`src/rtl/tmr8_pkg.sv`:
```
package tmr8_pkg;
    localparam logic [1:0] MODE_FREE  = 2'b00;
    localparam logic [1:0] MODE_CLEAR = 2'b01;
    localparam logic [1:0] MODE_PHASE = 2'b10;

    localparam logic [1:0] ADDR_CNT   = 2'd0;
    localparam logic [1:0] ADDR_CMP   = 2'd1;
    localparam logic [1:0] ADDR_FLAG  = 2'd2;

    localparam int FLAG_OVF_BIT = 0;
    localparam int FLAG_CMP_BIT = 1;
endpackage

```
`src/rtl/tmr8_clksel.sv`:
```
module tmr8_clksel #(
    parameter int SYNC = 2
) (
    input  logic       clk,
    input  logic       rst_n,
    input  logic [2:0] clk_sel,
    input  logic       ext_pin,
    input  logic       pre_tick,
    output logic       tick
);
    typedef struct packed {
        logic [SYNC:0] sh;
    } st_t;

    st_t s_d, s_q;
    logic rise, fall;

    always_comb begin
        s_d    = s_q;
        s_d.sh = {s_q.sh[SYNC-1:0], ext_pin};
        rise   = s_q.sh[SYNC-1] & ~s_q.sh[SYNC];
        fall   = ~s_q.sh[SYNC-1] & s_q.sh[SYNC];
        case (clk_sel)
            3'b000:  tick = 1'b0;
            3'b001:  tick = 1'b1;
            3'b110:  tick = fall;
            3'b111:  tick = rise;
            default: tick = pre_tick;
        endcase
    end

    always_ff @(posedge clk or negedge rst_n) begin
        if (!rst_n) s_q <= '0;
        else        s_q <= s_d;
    end

    // no tick ever leaves while the source is off
    a_r2_off_silent: assert property (@(posedge clk) disable iff (!rst_n)
        (clk_sel == 3'b000) |-> !tick);
endmodule

```
`src/rtl/tmr8_counter.sv`:
```
module tmr8_counter
    import tmr8_pkg::*;
#(
    parameter int W = 8
) (
    input  logic         clk,
    input  logic         rst_n,
    input  logic         tick,
    input  logic [1:0]   mode,
    input  logic         cnt_wr,
    input  logic [W-1:0] wr_val,
    input  logic [W-1:0] cmp_act,
    output logic [W-1:0] count,
    output logic         dir_up,
    output logic         blocked,
    output logic         ovf_evt,
    output logic         load_evt
);
    localparam logic [W-1:0] MAXV = '1;
    localparam logic [W-1:0] BOTV = '0;
    localparam logic [W-1:0] ONE  = W'(1);

    typedef struct packed {
        logic [W-1:0] cnt;
        logic         dir;
        logic         blk;
    } st_t;

    st_t s_d, s_q;
    logic [W-1:0] top_val;
    logic at_top, at_bot, adv;

    always_comb begin
        s_d      = s_q;
        top_val  = (mode == MODE_CLEAR) ? cmp_act : MAXV;
        at_top   = (s_q.cnt == top_val);
        at_bot   = (s_q.cnt == BOTV);
        adv      = tick & ~cnt_wr;
        ovf_evt  = 1'b0;
        load_evt = 1'b0;
        if (mode != MODE_PHASE) s_d.dir = 1'b1;
        if (cnt_wr) begin
            s_d.cnt = wr_val;
            s_d.blk = 1'b1;
        end else if (tick) begin
            s_d.blk = 1'b0;
            case (mode)
                MODE_PHASE: begin
                    if (s_q.dir) begin
                        if (at_top) begin
                            s_d.dir  = 1'b0;
                            s_d.cnt  = s_q.cnt - ONE;
                            load_evt = 1'b1;
                        end else begin
                            s_d.cnt = s_q.cnt + ONE;
                        end
                    end else if (at_bot) begin
                        s_d.dir = 1'b1;
                        s_d.cnt = s_q.cnt + ONE;
                        ovf_evt = 1'b1;
                    end else begin
                        s_d.cnt = s_q.cnt - ONE;
                    end
                end
                MODE_CLEAR: begin
                    s_d.cnt  = at_top ? BOTV : s_q.cnt + ONE;
                    load_evt = at_top;
                    ovf_evt  = (s_q.cnt == MAXV);
                end
                default: begin
                    s_d.cnt = s_q.cnt + ONE;
                    ovf_evt = (s_q.cnt == MAXV);
                end
            endcase
        end
        count   = s_q.cnt;
        dir_up  = s_q.dir;
        blocked = s_q.blk;
    end

    always_ff @(posedge clk or negedge rst_n) begin
        if (!rst_n) s_q <= '{cnt: '0, dir: 1'b1, blk: 1'b0};
        else        s_q <= s_d;
    end

    // without a tick or a write the count is frozen
    a_r2_hold: assert property (@(posedge clk) disable iff (!rst_n)
        (!tick && !cnt_wr) |=> $stable(count));
    // clear-on-match returns to zero after the top
    a_r4_wrap: assert property (@(posedge clk) disable iff (!rst_n)
        (adv && mode == MODE_CLEAR && count == cmp_act) |=> (count == BOTV));
    // phase-correct steps by exactly one either way
    a_r5_step: assert property (@(posedge clk) disable iff (!rst_n)
        (adv && mode == MODE_PHASE) |=>
        (count == W'($past(count) + ONE) || count == W'($past(count) - ONE)));
endmodule

```
`src/rtl/tmr8_compare.sv`:
```
module tmr8_compare
    import tmr8_pkg::*;
#(
    parameter int W = 8
) (
    input  logic         clk,
    input  logic         rst_n,
    input  logic [1:0]   mode,
    input  logic         buf_wr,
    input  logic [W-1:0] wr_val,
    input  logic         load_evt,
    input  logic         match_ok,
    input  logic [W-1:0] count,
    input  logic         dir_up,
    output logic [W-1:0] cmp_act,
    output logic         match_evt,
    output logic         wave
);
    typedef struct packed {
        logic [W-1:0] buf_v;
        logic [W-1:0] act;
        logic         wav;
    } st_t;

    st_t s_d, s_q;
    logic direct;

    always_comb begin
        s_d       = s_q;
        direct    = (mode != MODE_CLEAR) && (mode != MODE_PHASE);
        match_evt = match_ok && (count == s_q.act);
        if (buf_wr) s_d.buf_v = wr_val;
        if (buf_wr && direct)  s_d.act = wr_val;
        else if (load_evt)     s_d.act = s_q.buf_v;
        if (match_evt) begin
            if (mode == MODE_PHASE) s_d.wav = ~dir_up;
            else                    s_d.wav = ~s_q.wav;
        end
        cmp_act = s_q.act;
        wave    = s_q.wav;
    end

    always_ff @(posedge clk or negedge rst_n) begin
        if (!rst_n) s_q <= '0;
        else        s_q <= s_d;
    end

    // active value only moves on a direct write or a load point
    a_r6_hold: assert property (@(posedge clk) disable iff (!rst_n)
        (!buf_wr && !load_evt) |=> $stable(cmp_act));
    // phase-correct up-count match drives the output low
    a_r10_up_low: assert property (@(posedge clk) disable iff (!rst_n)
        (match_evt && mode == MODE_PHASE && dir_up) |=> !wave);
    // phase-correct down-count match drives the output high
    a_r10_dn_high: assert property (@(posedge clk) disable iff (!rst_n)
        (match_evt && mode == MODE_PHASE && !dir_up) |=> wave);
endmodule

```
`src/rtl/tmr8_cmp.sv`:
```
module tmr8_cmp
    import tmr8_pkg::*;
#(
    parameter int W    = 8,
    parameter int SYNC = 2
) (
    input  logic         clk,
    input  logic         rst_n,
    input  logic [2:0]   clk_sel,
    input  logic         ext_pin,
    input  logic         pre_tick,
    input  logic [1:0]   mode,
    input  logic         wr_en,
    input  logic [1:0]   wr_addr,
    input  logic [W-1:0] wr_data,
    output logic [W-1:0] count,
    output logic [W-1:0] cmp_val,
    output logic         flag_ovf,
    output logic         flag_cmp,
    output logic         wave_out
);
    typedef struct packed {
        logic ovf;
        logic cmp;
    } st_t;

    st_t s_d, s_q;
    logic tick, cnt_wr, buf_wr, flg_wr;
    logic dir_up, blocked, ovf_evt, load_evt, match_ok, match_evt;

    tmr8_clksel #(.SYNC(SYNC)) u_sel (
        .clk(clk), .rst_n(rst_n), .clk_sel(clk_sel),
        .ext_pin(ext_pin), .pre_tick(pre_tick), .tick(tick)
    );

    tmr8_counter #(.W(W)) u_cnt (
        .clk(clk), .rst_n(rst_n), .tick(tick), .mode(mode),
        .cnt_wr(cnt_wr), .wr_val(wr_data), .cmp_act(cmp_val),
        .count(count), .dir_up(dir_up), .blocked(blocked),
        .ovf_evt(ovf_evt), .load_evt(load_evt)
    );

    tmr8_compare #(.W(W)) u_cmp (
        .clk(clk), .rst_n(rst_n), .mode(mode), .buf_wr(buf_wr),
        .wr_val(wr_data), .load_evt(load_evt), .match_ok(match_ok),
        .count(count), .dir_up(dir_up), .cmp_act(cmp_val),
        .match_evt(match_evt), .wave(wave_out)
    );

    always_comb begin
        s_d      = s_q;
        cnt_wr   = wr_en && (wr_addr == ADDR_CNT);
        buf_wr   = wr_en && (wr_addr == ADDR_CMP);
        flg_wr   = wr_en && (wr_addr == ADDR_FLAG);
        match_ok = tick && !cnt_wr && !blocked;
        if (flg_wr && wr_data[FLAG_OVF_BIT]) s_d.ovf = 1'b0;
        if (flg_wr && wr_data[FLAG_CMP_BIT]) s_d.cmp = 1'b0;
        if (ovf_evt)   s_d.ovf = 1'b1;
        if (match_evt) s_d.cmp = 1'b1;
        flag_ovf = s_q.ovf;
        flag_cmp = s_q.cmp;
    end

    always_ff @(posedge clk or negedge rst_n) begin
        if (!rst_n) s_q <= '0;
        else        s_q <= s_d;
    end

    // the tick right after a counter write never matches
    a_r8_block: assert property (@(posedge clk) disable iff (!rst_n)
        cnt_wr |=> !match_evt);
    // clearing the overflow flag with no new event leaves it low
    a_r9_clear: assert property (@(posedge clk) disable iff (!rst_n)
        (flg_wr && wr_data[FLAG_OVF_BIT] && !ovf_evt) |=> !flag_ovf);
    // a match always leaves the compare flag set
    a_r7_flag: assert property (@(posedge clk) disable iff (!rst_n)
        match_evt |=> flag_cmp);
endmodule

```
`config.mk`:
```
export PLATFORM = sky130hd
export DESIGN_NAME = tmr8_cmp
export DESIGN_NICKNAME = d
export VERILOG_FILES = /design/src/rtl/tmr8_pkg.sv /design/src/rtl/tmr8_clksel.sv /design/src/rtl/tmr8_counter.sv /design/src/rtl/tmr8_compare.sv /design/src/rtl/tmr8_cmp.sv
export SDC_FILE = /design/constraint.sdc
export NUM_CORES = 1
export LEC_CHECK = 0
export BUFFER_PORTS_ARGS = -buffer_cell sky130_fd_sc_hd__buf_2
export CAP_MARGIN = 20
export CORE_ASPECT_RATIO = 1.75
export CORE_MARGIN = 2
export CORE_UTILIZATION = 27
export CTS_BUF_LIST = sky130_fd_sc_hd__clkbuf_2
export CTS_CLUSTER_DIAMETER = 200
export DETAILED_ROUTE_END_ITERATION = 16
export PLACE_DENSITY = 0.55
export SLEW_MARGIN = 40
export SYNTH_ARGS = -nofsm -noshare
export SYNTH_HDL_FRONTEND = slang
export SYNTH_HIERARCHICAL = 1
export SYNTH_SLANG_ARGS = --single-unit
```
`constraint.sdc`:
```
create_clock -name clk -period 2.75 [get_ports clk]
set_clock_uncertainty 0.05 [all_clocks]
set_input_delay 0.55 -clock clk [delete_from_list [all_inputs] [get_ports clk]]
set_output_delay 0.55 -clock clk [all_outputs]
set_load 0.01 [all_outputs]
```
; ---- Word level (Yosys, flattened, before mapping)
; Index checks and enable logic that the tools add are counted.
[op_classes]
addsub = 2
eq_ne = 12
muxes = 32
n_bitwise = 6
n_reduce_logical = 19
[op_table]
columns = op, count
row1 = $mux 8, 7
row2 = $mux 1, 20
row3 = $eq 8x8->1, 2
row4 = $pmux 8 s2, 1
row5 = $logic_and 1x1->1, 10
row6 = $mux 10, 1
row7 = $mux 9, 1
row8 = $add 8x1->8 const B, 1
row9 = $eq 8x8->1 const B, 1
row10 = $logic_not 8->1, 1
row11 = $reduce_bool 2->1, 4
row12 = $sub 8x1->8 const B, 1
row13 = $eq 3x3->1 const B, 2
row14 = $eq 2x1->1 const B, 2
row15 = $eq 2x2->1 const B, 2
row16 = $not 1->1, 4
row17 = $pmux 1 s4, 1
row18 = $eq 3x1->1 const B, 1
row19 = $logic_not 3->1, 1
row20 = $and 1x1->1, 2
row21 = $logic_not 1->1, 2
row22 = $logic_not 2->1, 1
row23 = $ne 2x1->1 const B, 1
row24 = $ne 2x2->1 const B, 1
row25 = $pmux 1 s2, 1
[totals]
regBits = 32
elab_cells = 80

; ---- Longest topological paths before layout
; Gate-level depths: netlist (run 1).
[logic_depth]
ltp_word = 10
depth_mapped = 11
ltp_nobuf = 9

; ---- Hierarchy
; The synthesis (run 1) kept the hierarchy.
[modules_own_cells]
columns = mod, n_inst, cells_per_inst, area_per_inst_um2, seq_area_each_um2
row1 = tmr8_counter, 1, 157, 1198.6, 251.5
row2 = tmr8_compare, 1, 81, 895.9, 425.4
row3 = tmr8_clksel, 1, 10, 125.1, 75.1
row4 = tmr8_cmp, 1, 9, 116.4, 50.0

; ---- Least setup slack after synthesis (run 1)
; Ideal clock, no wire load.
[synth_timing]
path_type = in2reg
start = in mode[1]
end = reg u_cmp.s_q (netlist bit u_cmp/cmp_act[2])
t_arrival_ps = 2337
required_ps = 2570
setup_slack_ps = 233
cell_stages = 11
path_cell_list = inv_1 -> ha_1 -> clkbuf_1 -> nor3b_1 -> a22oi_1 -> a32oi_4 -> nand2_1 -> nor4_1 -> clkbuf_2 -> mux2i_1 -> o21ai_0
[synth_via]
elab_chain_cells = 9
[synth_rtl]
columns = element, line_no
row1 = "start, declared", tmr8_cmp.sv:12  ; input logic [1:0] mode,
row2 = $eq 2x1->1, "tmr8_counter.sv:35, tmr8_counter.sv:47"
row3 = $mux 8, tmr8_counter.sv:35  ; top_val = (mode == MODE_CLEAR) ? cmp_act : MAXV;
row4 = $eq 8x8->1, tmr8_counter.sv:36  ; at_top = (s_q.cnt == top_val);
row5 = $mux 1, tmr8_counter.sv:50  ; if (at_top) begin
row6 = $mux 1, tmr8_counter.sv:49  ; if (s_q.dir) begin
row7 = $pmux 1 s2 *, tmr8_counter.sv:47  ; case (mode)
row8 = $mux 1 *, tmr8_counter.sv:45  ; end else if (tick) begin
row9 = $mux 1 *, tmr8_counter.sv:42  ; if (cnt_wr) begin
row10 = via load_evt, tmr8_cmp.sv:29  ; logic dir_up, blocked, ovf_evt, load_evt, match_ok, match_evt;
row11 = $reduce_bool 2->1 (no source line) *, n/a
row12 = "end signal, assigned", tmr8_compare.sv:44  ; if (!rst_n) s_q <= '0;
row13 = "end signal, assigned", tmr8_compare.sv:45  ; else s_q <= s_d;
row14 = "end, declared", tmr8_compare.sv:25  ; st_t s_d, s_q;
; Mark *: on every way through the listed nets, which the timed path passes. The rest lies on a longest branch.
; A chain may end at the register's enable or synchronous reset.

; ---- Final worst setup path (run 1)
[layout_timing]
start = reg u_cmp.s_q (netlist bit u_cmp/cmp_act[6])
end = reg u_cmp.s_q (netlist bit u_cmp/cmp_act[0])
[layout_via]
elab_chain_cells = 8
[layout_rtl]
columns = element, line_no
row1 = $mux 8 *, tmr8_counter.sv:35
row2 = $eq 8x8->1 *, tmr8_counter.sv:36
row3 = $mux 1, tmr8_counter.sv:50
row4 = $mux 1, tmr8_counter.sv:49
row5 = $pmux 1 s2 *, tmr8_counter.sv:47
row6 = $mux 1 *, tmr8_counter.sv:45
row7 = $mux 1 *, tmr8_counter.sv:42
row8 = via load_evt, tmr8_cmp.sv:29
row9 = $reduce_bool 2->1 (no source line) *, n/a
; Marks and branches as above.

==> results.cfg, run 1 <==
[sta]
timing.final.ws_setup_ps = 305
setup_violations = 0
hold_viol_final = 0
max_freq_mhz = 409
slew_headroom_pct = 68.1
final.setup.tns_ps = 0
rsz0062_at_grt = no
min_period_ps = 2440
period_share_pct = 88.9
drv_slew = 0
worstMarginPinSlew_ps = 475

[setup_path]
cp_cell_sequence = xor2_1 -> or4b_4 -> a32oi_4 -> nand2_1 -> nor4_2 -> buf_4 -> mux2i_1 -> o21ai_0
cp_top_family = simple AND/OR/NAND/NOR gates
cp_slowest_cell = or4b_4
path_buf_inv = 1
worstSetupPathType = flop to flop
worst_ep_arrival_time_ps = 2650
end_kind = flop
slowest_delay_ps = 510
critPathRequiredTime_ps = 2950
crit_fanout = 8
worst_setup_path_start_kind = flop

[power]
total_power_uw = 1930
power.switching_uw = 799
p_int_uw = 1130
cellLeakagePower_uw = 0.00117
powerDensity_nw_per_um2 = 713
p_sw_share_pct = 41.3
peakVddDrop_v = 0.000205
p_seq_share_pct = 38.7
share_comb_of_total_power_pct = 44.6
clockPowerShare_pct = 16.8

[yosys]
yosys.area.top_type = dfrtp_1
synthArstFlopShare_pct = 100
synth_area_um2 = 2340
synth-main-ff-cell = dfrtp_1
yosys_register_bits = 32
seq_area_frac_synth_pct = 34.3
synth_cell_type_count = 49
yosysWarnings = 6
syn_nets = 283
synth_top_area_share_pct = 33.2
ys_top_cells_by_area = dfrtp_1 33%, xnor2_1 5.6%, mux2i_1 3.9%
synth.avg_cell_area_um2 = 9.09
syn-instance-count = 257
synth_edf_count = 0

[clock_network]
clock-sinks = 32
root_buffer = clkbuf_2
clockBufferDepth = 2
clkTransAtPathRegs_ps = 190
h-tree-depth = 2
cts_tree = built
post_cts_buffers = 0
cts_hold_buffers = 0
cts_made_buffers = 5
cts_resized = 0
clock_latency_ps = 400

[global_route]
grt_start_max_net_pins = 33
grt_pass1_vias = 1981
antenna_found_initial = 1
overflow = 0
grt_pass1_wl_um = 9880
grtUsageTotal_pct = 14.0

[run_status]
outcome = finished clean

[placed_design]
place_hpwl_um = 4870
place_inst = 400
gp_congestion = 0.873
portBuffers = 38
pre_cts_ws_ps = 27.7

[floorplanning]
die_area_um2 = 9440
chipHeight_um = 127
fp.dieW_um = 74.3
core-area_um2 = 8370
pin_count = 39
rows = 44
initial_core_util_pct = 27.9

[cells_and_area]
nets = 318
multi_input_area_um2 = 1370
fin_cells = 409
layout-drive-gt1-share_pct = 26.3
syn2layout_area_growth_pct = 16.0
seqCellArea_um2 = 802
fillers = 940
postLayoutCoreUtil_pct = 32.4

[route]
drc = 0
drtIter0Drc = 125
vias = 1951
antenna_left = 0
avgRoutedWirePerCell_um = 15.0
dr.pass1.iters = 4
vias_per_cell = 4.77
drt_wl_total_um = 6130

[worst_hold_path]
min_path_type = input port to asynchronous set/reset pin

[job]
cap_violations = 0
## cells in the mapped netlist (2+ instances only)
| cell type | n |
|---|---|
| a211o_1 | 2 |
| a21o_1 | 4 |
| a21oi_1 | 13 |
| a31oi_1 | 7 |
| and2_1 | 2 |
| buf_2 | 2 |
| buf_4 | 11 |
| clkbuf_1 | 10 |
| dfrtp_1 | 31 |
| ha_1 | 6 |
| inv_1 | 6 |
| mux2_2 | 8 |
| mux2i_1 | 9 |
| nand2_1 | 22 |
| nand2b_1 | 11 |
| nand3_1 | 6 |
| nand4_1 | 2 |
| nand4b_1 | 3 |
| nor2_1 | 23 |
| nor3_1 | 4 |
| nor3b_1 | 3 |
| nor3b_2 | 2 |
| nor4_1 | 4 |
| nor4bb_1 | 2 |
| o21ai_0 | 11 |
| o22ai_1 | 6 |
| o31a_1 | 3 |
| xnor2_1 | 15 |
| xor2_1 | 9 |
## layer usage
metal  vias up  global-route usage, %  part of all wire [%]
met5         -                      0                     0
met4         0                   9.98                   5.7
met3        18                   1.89                   2.8
li1        974                      -                     -
met1       919                   14.4                    37
met2        40                   24.8                    54
## worst paths after layout
path,cells after the start,slack (ps),startpoint,endpoint
max reg2reg,8,310,u_cmp/cmp_act[6]$_DFFE_PN0P_,u_cmp/cmp_act[0]$_DFFE_PN0P_
min,1,6,rst_n,u_sel/s_q[1]$_DFF_PN0_
max,8,310,u_cmp/cmp_act[6]$_DFFE_PN0P_,u_cmp/cmp_act[0]$_DFFE_PN0P_
min reg2reg,0,330,u_sel/s_q[0]$_DFF_PN0_,u_sel/s_q[1]$_DFF_PN0_
max in group asynchronous,1,2310,rst_n,u_cmp/s_q[10]$_DFFE_PN0P_
min in group clk,1,190,ext_pin,u_sel/s_q[0]$_DFF_PN0_
## power groups by stage
stage	registers [uW]	logic (uW)	clock network, uW
after floorplan	703	656	0
after global placement	759	855	0
after detailed placement	760	868	0
after CTS	751	872	339
after global routing	776	947	358
final	747	861	324
## placed cells by master (no fill, tap or decap), drive strengths merged, types with 8 or more instances in the layout
master / Yosys / routed
dfrtp: 31 / 31
buf: 14 / 53
xor2: 9 / 9
o21ai: 11 / 11
a21oi: 13 / 13
nand2b: 11 / 11
mux2: 8 / 8
nand2: 22 / 22
nor2: 23 / 23
mux2i: 9 / 9
xnor2: 15 / 15
## flip-flops by register name, summed over array words and instances (netlist names)
register       count
u_cnt/blocked      1
u_cnt/count        8
flag_ovf           1
u_cmp/wave         1
u_cmp/cmp_act      8
u_sel/s_q          3
u_cmp/s_q          8
u_cnt/dir_up       1
flag_cmp           1
## layout make-up
type | count | share of cell area (%)
diodes | 1 | 0.0923
clock buffers | 5 | 0.923
inverters | 6 | 0.831
repair buffers | 53 | 11.3
clock inverters | 3 | 1.39
well taps | 115 | 5.31
multi-input cells | 194 | 50.6
flip-flops and latches | 32 | 29.6
## cell families (layout without fill, tap and decap cells)
logic type                 count (synthesis)  in the layout  share of synthesized area (%)
and+or+nand+nor                           93             93                           22.7
AOI/OAI and AO/OA                         54             54                           15.8
DFF                                       32             32                           34.3
buffers and inverters                     31             67                           7.23
xor gates and xnor gates                  24             24                           9.00
muxes                                     17             17                           7.71
adders and majority gates                  6              6                           3.21
other                                      0              1                              0
## through the flow
step / hold WS [ps] / instance area (um2)
floorplan: 204 / 2340
global placement: 292 / 2640
detailed placement: 289 / 2640
CTS: 140 / 2710
global route: 7.57 / 2710
finish: 6.04 / 2710
No activity file was read; power rests on OpenSTA's default activity.
==> run 2, diff against run 1 <==
- ABC_AREA: default -> 1
- SLEW_MARGIN: 40 -> default
==> results.cfg, run 2 <==
[floorplanning]
initial_core_util_pct = 27.8
pin_count = 39
fp.dieW_um = 77.1
core-area_um2 = 9090
die_area_um2 = 10200
rows = 46
chipHeight_um = 132

[sta]
hold_viol_final = 0
drv_slew = 0
rsz0062_at_grt = no
final.setup.tns_ps = 0
slew_headroom_pct = 49.3
min_period_ps = 2300
setup_violations = 0
period_share_pct = 83.7
worstMarginPinSlew_ps = 761
max_freq_mhz = 434

[yosys]
synth.avg_cell_area_um2 = 6.72
yosys_register_bits = 32
ys_top_cells_by_area = dfrtp_1 31%, nand2_1 20%, inv_1 8.3%
yosysWarnings = 6
synth_cell_type_count = 33
synth_edf_count = 0
post-synth-top-count-cell = nand2_1
synthArstFlopShare_pct = 100
yosys.area.top_type = dfrtp_1
synth-main-ff-cell = dfrtp_1
seq_area_frac_synth_pct = 31.7
synth_top_area_share_pct = 30.7
synth_area_um2 = 2530
syn_nets = 402
syn-instance-count = 376
synth_common_cells = 137 x nand2_1, 56 x inv_1, 31 x dfrtp_1

[clock_network]
clockBufferDepth = 2
root_buffer = clkbuf_2
cts_made_buffers = 5
clkTransAtPathRegs_ps = 170
post_cts_buffers = 0
h-tree-depth = 2
cts_hold_buffers = 0
cts_resized = 0
clock_latency_ps = 400
clock-sinks = 32
cts_tree = built

[setup_path]
r2r-start = u_cnt/count[6]$_DFFE_PN0P_
worstSetupPathType = input port to flop
r2r_setup_slack_ps = 550
worst_ep_arrival_time_ps = 2570
end_kind = flop
reg2reg_to = u_cmp/cmp_act[2]$_DFFE_PN0P_
r2r_cells = 9
worst_setup_path_start_kind = input port
critPathRequiredTime_ps = 3010
crit_fanout = 10

[route]
drc = 0
drt_wl_total_um = 7280
avgRoutedWirePerCell_um = 13.6
vias = 2461
vias_per_cell = 4.59
drtIter0Drc = 128
antenna_left = 0
dr.pass1.iters = 5

[cells_and_area]
syn2layout_area_growth_pct = 13.6
fin_cells = 536
layout-drive-gt1-share_pct = 21.4
final_common_cell = nand2_1
stdcell_area_um2 = 2870
fillers = 1040
layout_common_cells = 137 x nand2_1, 56 x inv_1, 38 x buf_2
nets = 440

[run_status]
outcome = finished clean

[global_route]
grt_pass1_wl_um = 11700
antenna_found_initial = 1
grt_pass1_vias = 2448
grt_start_max_net_pins = 33
grtUsageTotal_pct = 14.6
overflow = 0

[placed_design]
dpl-instance-area_um2 = 2830
place_hpwl_um = 5910
portBuffers = 38
place_inst = 527
gp_congestion = 0.829

[power]
peakVddDrop_v = 0.000186
powerDensity_nw_per_um2 = 598
cellLeakagePower_uw = 0.00151
total_power_uw = 1720

[worst_hold_path]
min_path_type = input port to asynchronous set/reset pin

[job]
cap_violations = 0
run 2: per-stage QoR:
step	setup WS, ps	utilization, %	hold WS, ps
2_1_floorplan	452	-	204
3_3_place_gp	114	31.1	294
3_5_place_dp	29.5	31.1	294
4_1_cts	470	31.5	147
5_1_grt	223	31.6	166
6_report	447	31.6	139
run 2: logic make-up after synthesis:
group	count (synthesis)	share of synthesized area [%]
compound gates	32	9.66
xor+xnor	12	4.16
fa+ha+maj	6	2.97
buf+inv	81	14.4
flops	32	31.7
mux	1	0.396
simple gates	212	36.7
run 2: how the worst max path moves through the flow:
stage	from	to	slack, ps	depth (start not counted)
3_5_place_dp	mode[1]	u_cmp/cmp_act[7]$_DFFE_PN0P_	30	14
5_1_grt	mode[1]	u_cmp/cmp_act[7]$_DFFE_PN0P_	220	14
3_3_place_gp	mode[1]	u_cmp/cmp_act[7]$_DFFE_PN0P_	110	14
4_1_cts	mode[1]	u_cmp/cmp_act[2]$_DFFE_PN0P_	470	14
2_1_floorplan	mode[1]	u_cmp/cmp_act[2]$_DFFE_PN0P_	450	12
6_report	mode[1]	u_cmp/cmp_act[2]$_DFFE_PN0P_	450	14
run 2: per-layer routing:
metal / vias to the layer above / global-route usage (%) / wire, um
li1: 1241 / - / -
met5: - / 0 / 0
met3: 16 / 1.99 / 179
met1: 1165 / 13.5 / 2570
met4: 0 / 7.64 / 257
met2: 39 / 29.6 / 4270
run 2: worst max-delay path, cell delays in order:
cell	delay [ps]
buf_2	120
inv_1	50
ha_1	370
inv_4	110
nor2_2	90
nand2_1	50
nand2_1	70
nand2_1	60
nor2_2	120
nand2_2	60
nor4_1	280
buf_4	190
nand2_1	210
o221ai_2	230
run 2: report_power, final:
part | total [uW] | switching (uW) | leakage, uW | internal, uW
registers | 717 | 159 | 0.000399 | 559
clock network | 231 | 164 | 0.0000306 | 67.9
logic | 769 | 469 | 0.00108 | 300
total | 1720 | 791 | 0.00151 | 927
run 2: layout make-up:
cell class / instances / area (um2) / area share, %
antenna: 1 / 2.50 / 0.0872
tap: 120 / 150 / 5.23
multi-input combinational: 263 / 1360 / 47.4
clock inverter: 1 / 3.75 / 0.131
inverter: 65 / 246 / 8.59
clock buffer: 7 / 35.0 / 1.22
sequential: 32 / 802 / 27.9
timing repair buffer: 47 / 270 / 9.42
